[config.mk]
export PLATFORM = sky130hd
export DESIGN_NAME = uart_frame_tx
export DESIGN_NICKNAME = d
export VERILOG_FILES = /design/src/rtl/uart_txf_pkg.sv /design/src/rtl/uart_txf_body.sv /design/src/rtl/uart_txf_seq.sv /design/src/rtl/uart_frame_tx.sv
export SDC_FILE = /design/constraint.sdc
export NUM_CORES = 1
export LEC_CHECK = 0
export BUFFER_PORTS_ARGS = -buffer_cell sky130_fd_sc_hd__buf_2
export CORE_MARGIN = 2
export CORE_UTILIZATION = 45
export CTS_CLUSTER_SIZE = 20
export DETAILED_ROUTE_END_ITERATION = 8
export PLACE_DENSITY_LB_ADDON = 0.25
export SLEW_MARGIN = 40
export SYNTH_ARGS = -nofsm -noshare
export SYNTH_HDL_FRONTEND = slang
export SYNTH_SLANG_ARGS = --single-unit
export TNS_END_PERCENT = 50
[constraint.sdc]
create_clock -name clk -period 2 [get_ports clk]
set_clock_uncertainty 0.2 [all_clocks]
set_input_delay 0.1 -clock clk [delete_from_list [all_inputs] [get_ports clk]]
set_output_delay 0.1 -clock clk [all_outputs]
set_load 0.005 [all_outputs]
[src/rtl/uart_txf_pkg.sv]
package uart_txf_pkg;

   typedef enum logic [1:0] {
      FK_DATA  = 2'd0,
      FK_IDLE  = 2'd1,
      FK_BREAK = 2'd2
   } frame_kind_e;

   typedef struct packed {
      logic       len9;
      logic       par_en;
      logic       par_odd;
      logic [1:0] stop_sel;
   } frame_cfg_t;

   // stop period length in ticks for a given code and oversampling ratio
   function automatic int stop_len(logic [1:0] sel, int ovs);
      case (sel)
         2'b00:   return ovs;
         2'b01:   return ovs / 2;
         2'b10:   return 2 * ovs;
         default: return ovs + ovs / 2;
      endcase
   endfunction

endpackage

[src/rtl/uart_txf_body.sv]
module uart_txf_body
   import uart_txf_pkg::*;
#(
   parameter int SHORT_LEN = 8,
   parameter bit PARITY_EN = 1'b1,
   localparam int LONG_LEN = SHORT_LEN + 1,
   localparam int BW       = LONG_LEN + 1,
   localparam int CW       = $clog2(BW + 1)
) (
   input  frame_kind_e         kind,
   input  frame_cfg_t          cfg,
   input  logic [LONG_LEN-1:0] data,
   output logic [BW-1:0]       body,
   output logic [CW-1:0]       body_bits
);

   logic                par_on;
   logic                par_bit;
   logic [LONG_LEN-1:0] pay_mask;
   logic [LONG_LEN-1:0] field;

   // payload positions that are sent as data (parity slot excluded)
   always_comb begin
      int n_dat;
      n_dat = cfg.len9 ? LONG_LEN : SHORT_LEN;
      for (int i = 0; i < LONG_LEN; i++)
         pay_mask[i] = (i < n_dat - (par_on ? 1 : 0));
   end

   generate
      if (PARITY_EN) begin : g_par
         assign par_on  = cfg.par_en;
         assign par_bit = (^(data & pay_mask)) ^ cfg.par_odd;
      end else begin : g_nopar
         assign par_on  = 1'b0;
         assign par_bit = 1'b0;
      end
   endgenerate

   always_comb begin
      int n_dat;
      n_dat = cfg.len9 ? LONG_LEN : SHORT_LEN;
      for (int i = 0; i < LONG_LEN; i++) begin
         if (par_on && i == n_dat - 1) field[i] = par_bit;
         else if (i < n_dat)           field[i] = data[i];
         else                          field[i] = 1'b1;
      end
      body_bits = CW'(n_dat + 1);
      case (kind)
         FK_IDLE:  body = '1;
         FK_BREAK: body = '0;
         default:  body = {field, 1'b0};
      endcase
   end

endmodule

[src/rtl/uart_txf_seq.sv]
module uart_txf_seq #(
   parameter int OVS = 16,
   parameter int BW  = 10,
   parameter int CW  = 4,
   parameter int STW = 6
) (
   input  logic           clk,
   input  logic           rst_n,
   input  logic           tick,
   input  logic           launch,
   input  logic [BW-1:0]  body_in,
   input  logic [CW-1:0]  body_bits,
   input  logic [STW-1:0] stop_ticks,
   output logic           line,
   output logic           active,
   output logic           done
);

   localparam int TW = (OVS > 1) ? $clog2(OVS) : 1;

   typedef enum logic [1:0] {S_IDLE, S_BODY, S_STOP} seq_state_e;

   seq_state_e     state;
   logic [BW-1:0]  shreg;
   logic [CW-1:0]  bits_left;
   logic [TW-1:0]  tcnt;
   logic [STW-1:0] scnt;
   logic [STW-1:0] stop_lim;

   always_ff @(posedge clk or negedge rst_n) begin
      if (!rst_n) begin
         state     <= S_IDLE;
         shreg     <= '1;
         bits_left <= '0;
         tcnt      <= '0;
         scnt      <= '0;
         stop_lim  <= '0;
         done      <= 1'b0;
      end else begin
         done <= 1'b0;
         case (state)
            S_IDLE: if (launch) begin
               shreg     <= body_in;
               bits_left <= body_bits - CW'(1);
               tcnt      <= '0;
               stop_lim  <= stop_ticks - STW'(1);
               state     <= S_BODY;
            end
            S_BODY: if (tick) begin
               if (tcnt == TW'(OVS - 1)) begin
                  tcnt <= '0;
                  if (bits_left == '0) begin
                     state <= S_STOP;
                     scnt  <= '0;
                  end else begin
                     shreg     <= {1'b1, shreg[BW-1:1]};
                     bits_left <= bits_left - CW'(1);
                  end
               end else begin
                  tcnt <= tcnt + TW'(1);
               end
            end
            S_STOP: if (tick) begin
               if (scnt == stop_lim) begin
                  state <= S_IDLE;
                  done  <= 1'b1;
               end else begin
                  scnt <= scnt + STW'(1);
               end
            end
            default: state <= S_IDLE;
         endcase
      end
   end

   assign line   = (state == S_BODY) ? shreg[0] : 1'b1;
   assign active = (state != S_IDLE);

   AST_DONE_SINGLE: assert property (@(posedge clk) disable iff (!rst_n)
      done |=> !done);
   AST_STOP_ON_TICK: assert property (@(posedge clk) disable iff (!rst_n)
      $rose(state == S_STOP) |-> $past(tick));

endmodule

[src/rtl/uart_frame_tx.sv]
module uart_frame_tx
   import uart_txf_pkg::*;
#(
   parameter int OVS       = 16,
   parameter int SHORT_LEN = 8,
   parameter bit PARITY_EN = 1'b1,
   localparam int LONG_LEN = SHORT_LEN + 1
) (
   input  logic                clk,
   input  logic                rst_n,
   input  logic                baud_tick,
   input  logic                cfg_len9,
   input  logic                cfg_par_en,
   input  logic                cfg_par_odd,
   input  logic [1:0]          cfg_stop,
   input  logic [LONG_LEN-1:0] tx_data,
   input  logic                tx_valid,
   output logic                tx_ready,
   input  logic                idle_req,
   input  logic                break_req,
   output logic                txd,
   output logic                busy,
   output logic                frame_done
);

   localparam int BW  = LONG_LEN + 1;
   localparam int CW  = $clog2(BW + 1);
   localparam int STW = $clog2(2 * OVS + 1);

   generate
      if (OVS < 2 || (OVS % 2) != 0) begin : g_bad_ovs
         $error("OVS must be even and at least 2");
      end
      if (SHORT_LEN < 2) begin : g_bad_len
         $error("SHORT_LEN must be at least 2");
      end
   endgenerate

   frame_cfg_t     cfg_live;
   frame_kind_e    kind;
   logic           launch;
   logic [BW-1:0]  body;
   logic [CW-1:0]  body_bits;
   logic [STW-1:0] stop_ticks;

   assign cfg_live   = {cfg_len9, cfg_par_en, cfg_par_odd, cfg_stop};
   assign kind       = break_req ? FK_BREAK : (idle_req ? FK_IDLE : FK_DATA);
   assign tx_ready   = !busy && !idle_req && !break_req;
   assign launch     = !busy && (break_req || idle_req || tx_valid);
   assign stop_ticks = STW'(stop_len(cfg_stop, OVS));

   uart_txf_body #(
      .SHORT_LEN (SHORT_LEN),
      .PARITY_EN (PARITY_EN)
   ) u_body (
      .kind      (kind),
      .cfg       (cfg_live),
      .data      (tx_data),
      .body      (body),
      .body_bits (body_bits)
   );

   uart_txf_seq #(
      .OVS (OVS),
      .BW  (BW),
      .CW  (CW),
      .STW (STW)
   ) u_seq (
      .clk        (clk),
      .rst_n      (rst_n),
      .tick       (baud_tick),
      .launch     (launch),
      .body_in    (body),
      .body_bits  (body_bits),
      .stop_ticks (stop_ticks),
      .line       (txd),
      .active     (busy),
      .done       (frame_done)
   );

   AST_IDLE_LINE_HIGH: assert property (@(posedge clk) disable iff (!rst_n)
      !busy |-> txd);
   AST_NO_READY_BUSY: assert property (@(posedge clk) disable iff (!rst_n)
      busy |-> !tx_ready);
   AST_ACCEPT_BUSY: assert property (@(posedge clk) disable iff (!rst_n)
      (tx_valid && tx_ready) |=> busy);
   AST_FIRST_LEVEL: assert property (@(posedge clk) disable iff (!rst_n)
      $rose(busy) |-> (txd == $past(idle_req && !break_req)));
   AST_DONE_IDLE: assert property (@(posedge clk) disable iff (!rst_n)
      frame_done |-> (!busy && $past(busy)));

endmodule

==> flow_summary.json <==
{
  "data_arrival_time_of_the_critical_path_ns": 1.91,
  "criticalPathCategory": "register to register",
  "numCtsBuffers": 5,
  "initial_cell_density_of_the_core_pct": 47.33,
  "grt_first_pass_wirelength_um": 6706,
  "status": "finished, final reports clean",
  "yosysSeqAreaShare_pct": 40.03,
  "postRouteAntennaNets": 0,
  "r2r_cells": 6,
  "diodes": 0,
  "grt_pass1_vias": 1525,
  "drive_gt1_share_pct": 29.51,
  "path_clk_slew_ns": 0.06,
  "die_h_um": 69.10,
  "vias_per_inst": 5.248,
  "cp_required_ns": 2.01,
  "final_min_period_over_clock_period_pct": 95.12,
  "final_hold_viol_count": 0,
  "netlist-cell-type-count": 45,
  "number_of_violations_of_the_max_capacitance_limit": 0,
  "top_layer": "met4",
  "worstHoldPathType": "input port to register",
  "floorplan.core_area_mm2": 0.004029,
  "wirelength_met1_um": 1931,
  "clock_power_share_pct": 20.6,
  "clkSinkCount": 30,
  "detailed_place_hpwl_um": 2844,
  "clockRootBuffer": "sky130_fd_sc_hd__clkbuf_8",
  "switching_share_pct": 33.45,
  "grt_max_degree": 31,
  "leakage_power_summed_over_all_cells_nw": 1.041,
  "post-layout-total-power_mw": 2.411,
  "register_area_um2": 763.2,
  "synth_fp_nets": 237,
  "crit_path_end_kind": "register",
  "cts-root-to-sink-buffers": 2,
  "multi_input_area_mm2": 0.001102,
  "power.ir.vdd_worst_uv": 394.4,
  "routed_wirelength_um": 3825,
  "timing.hold.ws_ns": 0.06828,
  "wl_met2_um": 1712,
  "gp_congestion": 0.7514,
  "timing.fmax_mhz": 525.7,
  "post-route-min-period_ns": 1.902,
  "setup.worst_path.start_class": "register",
  "total_length_of_routed_met3_wires_um": 164,
  "net-switching-power_mw": 0.8066,
  "final-setup-viol-count": 0,
  "synth.avg_cell_area_um2": 9.212,
  "die_area_mm2": 0.004774,
  "synthDominantCellAreaShare_pct": 26.25,
  "port-buffer-count": 23,
  "cts_tree": "done",
  "powerDensity_mw_per_mm2": 1057,
  "number_of_max_slew_violations_in_the_final_report": 0,
  "htree_levels": 2,
  "timing.critical_path.to": "u_seq.scnt[4]$_DFFE_PN0P_",
  "synth_warnings": 0,
  "synthCells": 207,
  "number_of_register_bits_inferred_by_synthesis": 30,
  "placementRows": 23,
  "overflow": 0,
  "maxSlewHeadroom_pct": 54.97,
  "combPwrFrac_pct": 35.9,
  "antenna_violations_before_repair": 0,
  "timing.rr.end": "u_seq.scnt[4]$_DFFE_PN0P_",
  "synth.cell_area_mm2": 0.001907,
  "synth-edff-count": 0,
  "detailedRoute.firstPassIterationCount": 4,
  "final.fill_count": 378,
  "first_iter_violations": 77,
  "fp.dieW_um": 69.10,
  "worst-slew-pin-transition_ns": 0.6755,
  "internal_power_mw": 1.605,
  "fin_nets": 273,
  "pin_count": 24,
  "critPathLaunch": "u_seq.state[0]$_DFFE_PN0P_",
  "critPathMaxFanout": 6,
  "power.share.sequential_pct": 43.5,
  "r2r_start": "u_seq.state[0]$_DFFE_PN0P_",
  "grt.total_usage_pct": 17.42,
  "clkLatencyLatePin_ns": 0.28,
  "rsz0062_at_grt": "yes",
  "route.vias.total": 1543,
  "post_synth_main_area_contributors": "sky130_fd_sc_hd__dfrtp_1 26%, sky130_fd_sc_hd__dfstp_2 14%, sky130_fd_sc_hd__ha_1 6.6%",
  "syn2layout_area_growth_pct": 19.62,
  "wl_per_cell_um": 13.01,
  "drc": 0,
  "timing.reg2reg.setup_slack_ns": 0.1,
  "post-synth-top-area-cell": "sky130_fd_sc_hd__dfrtp_1",
  "synth_ff_type": "sky130_fd_sc_hd__dfrtp_1",
  "synth-async-reset-ratio_pct": 100.0
}
## power by group through the flow
stage	Clock, mW	Sequential (mW)	Combinational (mW)
final	0.497	1.05	0.866
after global routing	0.541	1.08	0.997
after CTS	0.517	1.03	0.827
after detailed placement	0	1.04	0.821
after global placement	0	1.03	0.801
after floorplan	0	1.01	0.610
## how the worst min path moves through the flow
stage / from / end / cells past startpoint
CTS: tx_data[3] / u_seq.shreg[4]$_DFFE_PN1P_ / 5
global placement: rst_n / u_seq.tcnt[0]$_DFFE_PN0P_ / 1
global route: tx_data[3] / u_seq.shreg[4]$_DFFE_PN1P_ / 5
floorplan: rst_n / u_seq.bits_left[0]$_DFFE_PN0P_ / 0
finish: tx_data[3] / u_seq.shreg[4]$_DFFE_PN1P_ / 5
detailed placement: rst_n / u_seq.tcnt[0]$_DFFE_PN0P_ / 1
## layout make-up
cell class                 instances  area share (%)
multi-input combinational        160           48.33
sequential                        30           33.46
timing repair buffer              37           9.984
clock buffer                       7           3.785
tap                               50           2.743
inverter                           9           1.481
clock inverter                     1          0.2194
## cell families after synthesis
| family | Yosys count | share of synthesized area, % |
|---|---|---|
| AO/OA/AOI/OAI | 47 | 15.35 |
| XOR/XNOR | 12 | 7.349 |
| AND/OR/NAND/NOR | 88 | 24.87 |
| flip-flops | 30 | 40.03 |
| buffers and inverters | 17 | 4.199 |
| multiplexers | 3 | 1.640 |
| adder cells (fa/ha/maj) | 10 | 6.562 |
## critical path, cell delays in order, from the launching register on
cell,delay (ns)
sky130_fd_sc_hd__dfrtp_1,0.46
sky130_fd_sc_hd__nor2b_1,0.30
sky130_fd_sc_hd__buf_4,0.17
sky130_fd_sc_hd__a21oi_2,0.07
sky130_fd_sc_hd__nor3b_2,0.23
sky130_fd_sc_hd__and4_1,0.23
sky130_fd_sc_hd__mux2i_1,0.17
## metal layers
metal	up-vias	GRT usage, %
met3	2	4.971
met5	-	0
met2	27	27.03
met4	0	5.882
met1	718	23.45
li1	796	-
## flip-flops by register name, indices dropped and copies added (netlist names)
register,count
u_seq.shreg,10
u_seq.scnt,6
u_seq.bits_left,4
u_seq.tcnt,4
u_seq.stop_lim,3
u_seq.state,2
u_seq.done,1
## synthesized netlist by cell type (3+ instances only)
cell type / count
sky130_fd_sc_hd__a21oi_1: 20
sky130_fd_sc_hd__and3_1: 3
sky130_fd_sc_hd__buf_2: 4
sky130_fd_sc_hd__buf_4: 3
sky130_fd_sc_hd__dfrtp_1: 20
sky130_fd_sc_hd__dfstp_2: 10
sky130_fd_sc_hd__ha_1: 10
sky130_fd_sc_hd__inv_1: 9
sky130_fd_sc_hd__nand2_1: 14
sky130_fd_sc_hd__nand2b_1: 4
sky130_fd_sc_hd__nand3_1: 12
sky130_fd_sc_hd__nand4_1: 4
sky130_fd_sc_hd__nor2_1: 24
sky130_fd_sc_hd__nor2b_1: 3
sky130_fd_sc_hd__nor3_1: 11
sky130_fd_sc_hd__o21ai_0: 9
sky130_fd_sc_hd__xnor2_1: 4
sky130_fd_sc_hd__xor2_1: 5
## timing repair
| action | 4_1_cts | 5_1_grt |
|---|---|---|
| setup endpoints to repair | 1 | 15 |
| gates resized for setup | 1 | 9 |
| buffers inserted | 0 | 1 |
| hold buffers | 3 | 0 |
| pin swaps | 0 | 3 |
| hold endpoints to repair | 24 | 0 |
## through the flow
stage	setup WS (ns)	instances	util [%]	instance area, µm²	TNS (ns)
floorplan	0.1229	207	-	1907	0
global placement	0.05111	282	52.45	2113	0
detailed placement	0.007745	282	52.45	2113	0
CTS	0.005765	293	55.47	2235	0
global route	-0.02735	294	56.61	2281	-0.04049
finish	0.09765	294	56.61	2281	0
## layout by cell type (no fill, tap or decap), types with 6 or more instances in the layout
master	n
sky130_fd_sc_hd__inv_1	7
sky130_fd_sc_hd__a21oi_1	20
sky130_fd_sc_hd__buf_2	23
sky130_fd_sc_hd__clkbuf_8	6
sky130_fd_sc_hd__nand2_1	14
sky130_fd_sc_hd__nand3_1	12
sky130_fd_sc_hd__buf_4	11
sky130_fd_sc_hd__dfrtp_1	20
sky130_fd_sc_hd__nor2_1	24
sky130_fd_sc_hd__nor3_1	11
sky130_fd_sc_hd__ha_1	8
sky130_fd_sc_hd__o21ai_0	8
sky130_fd_sc_hd__dfstp_2	10
(Power assumes the default switching activity.)
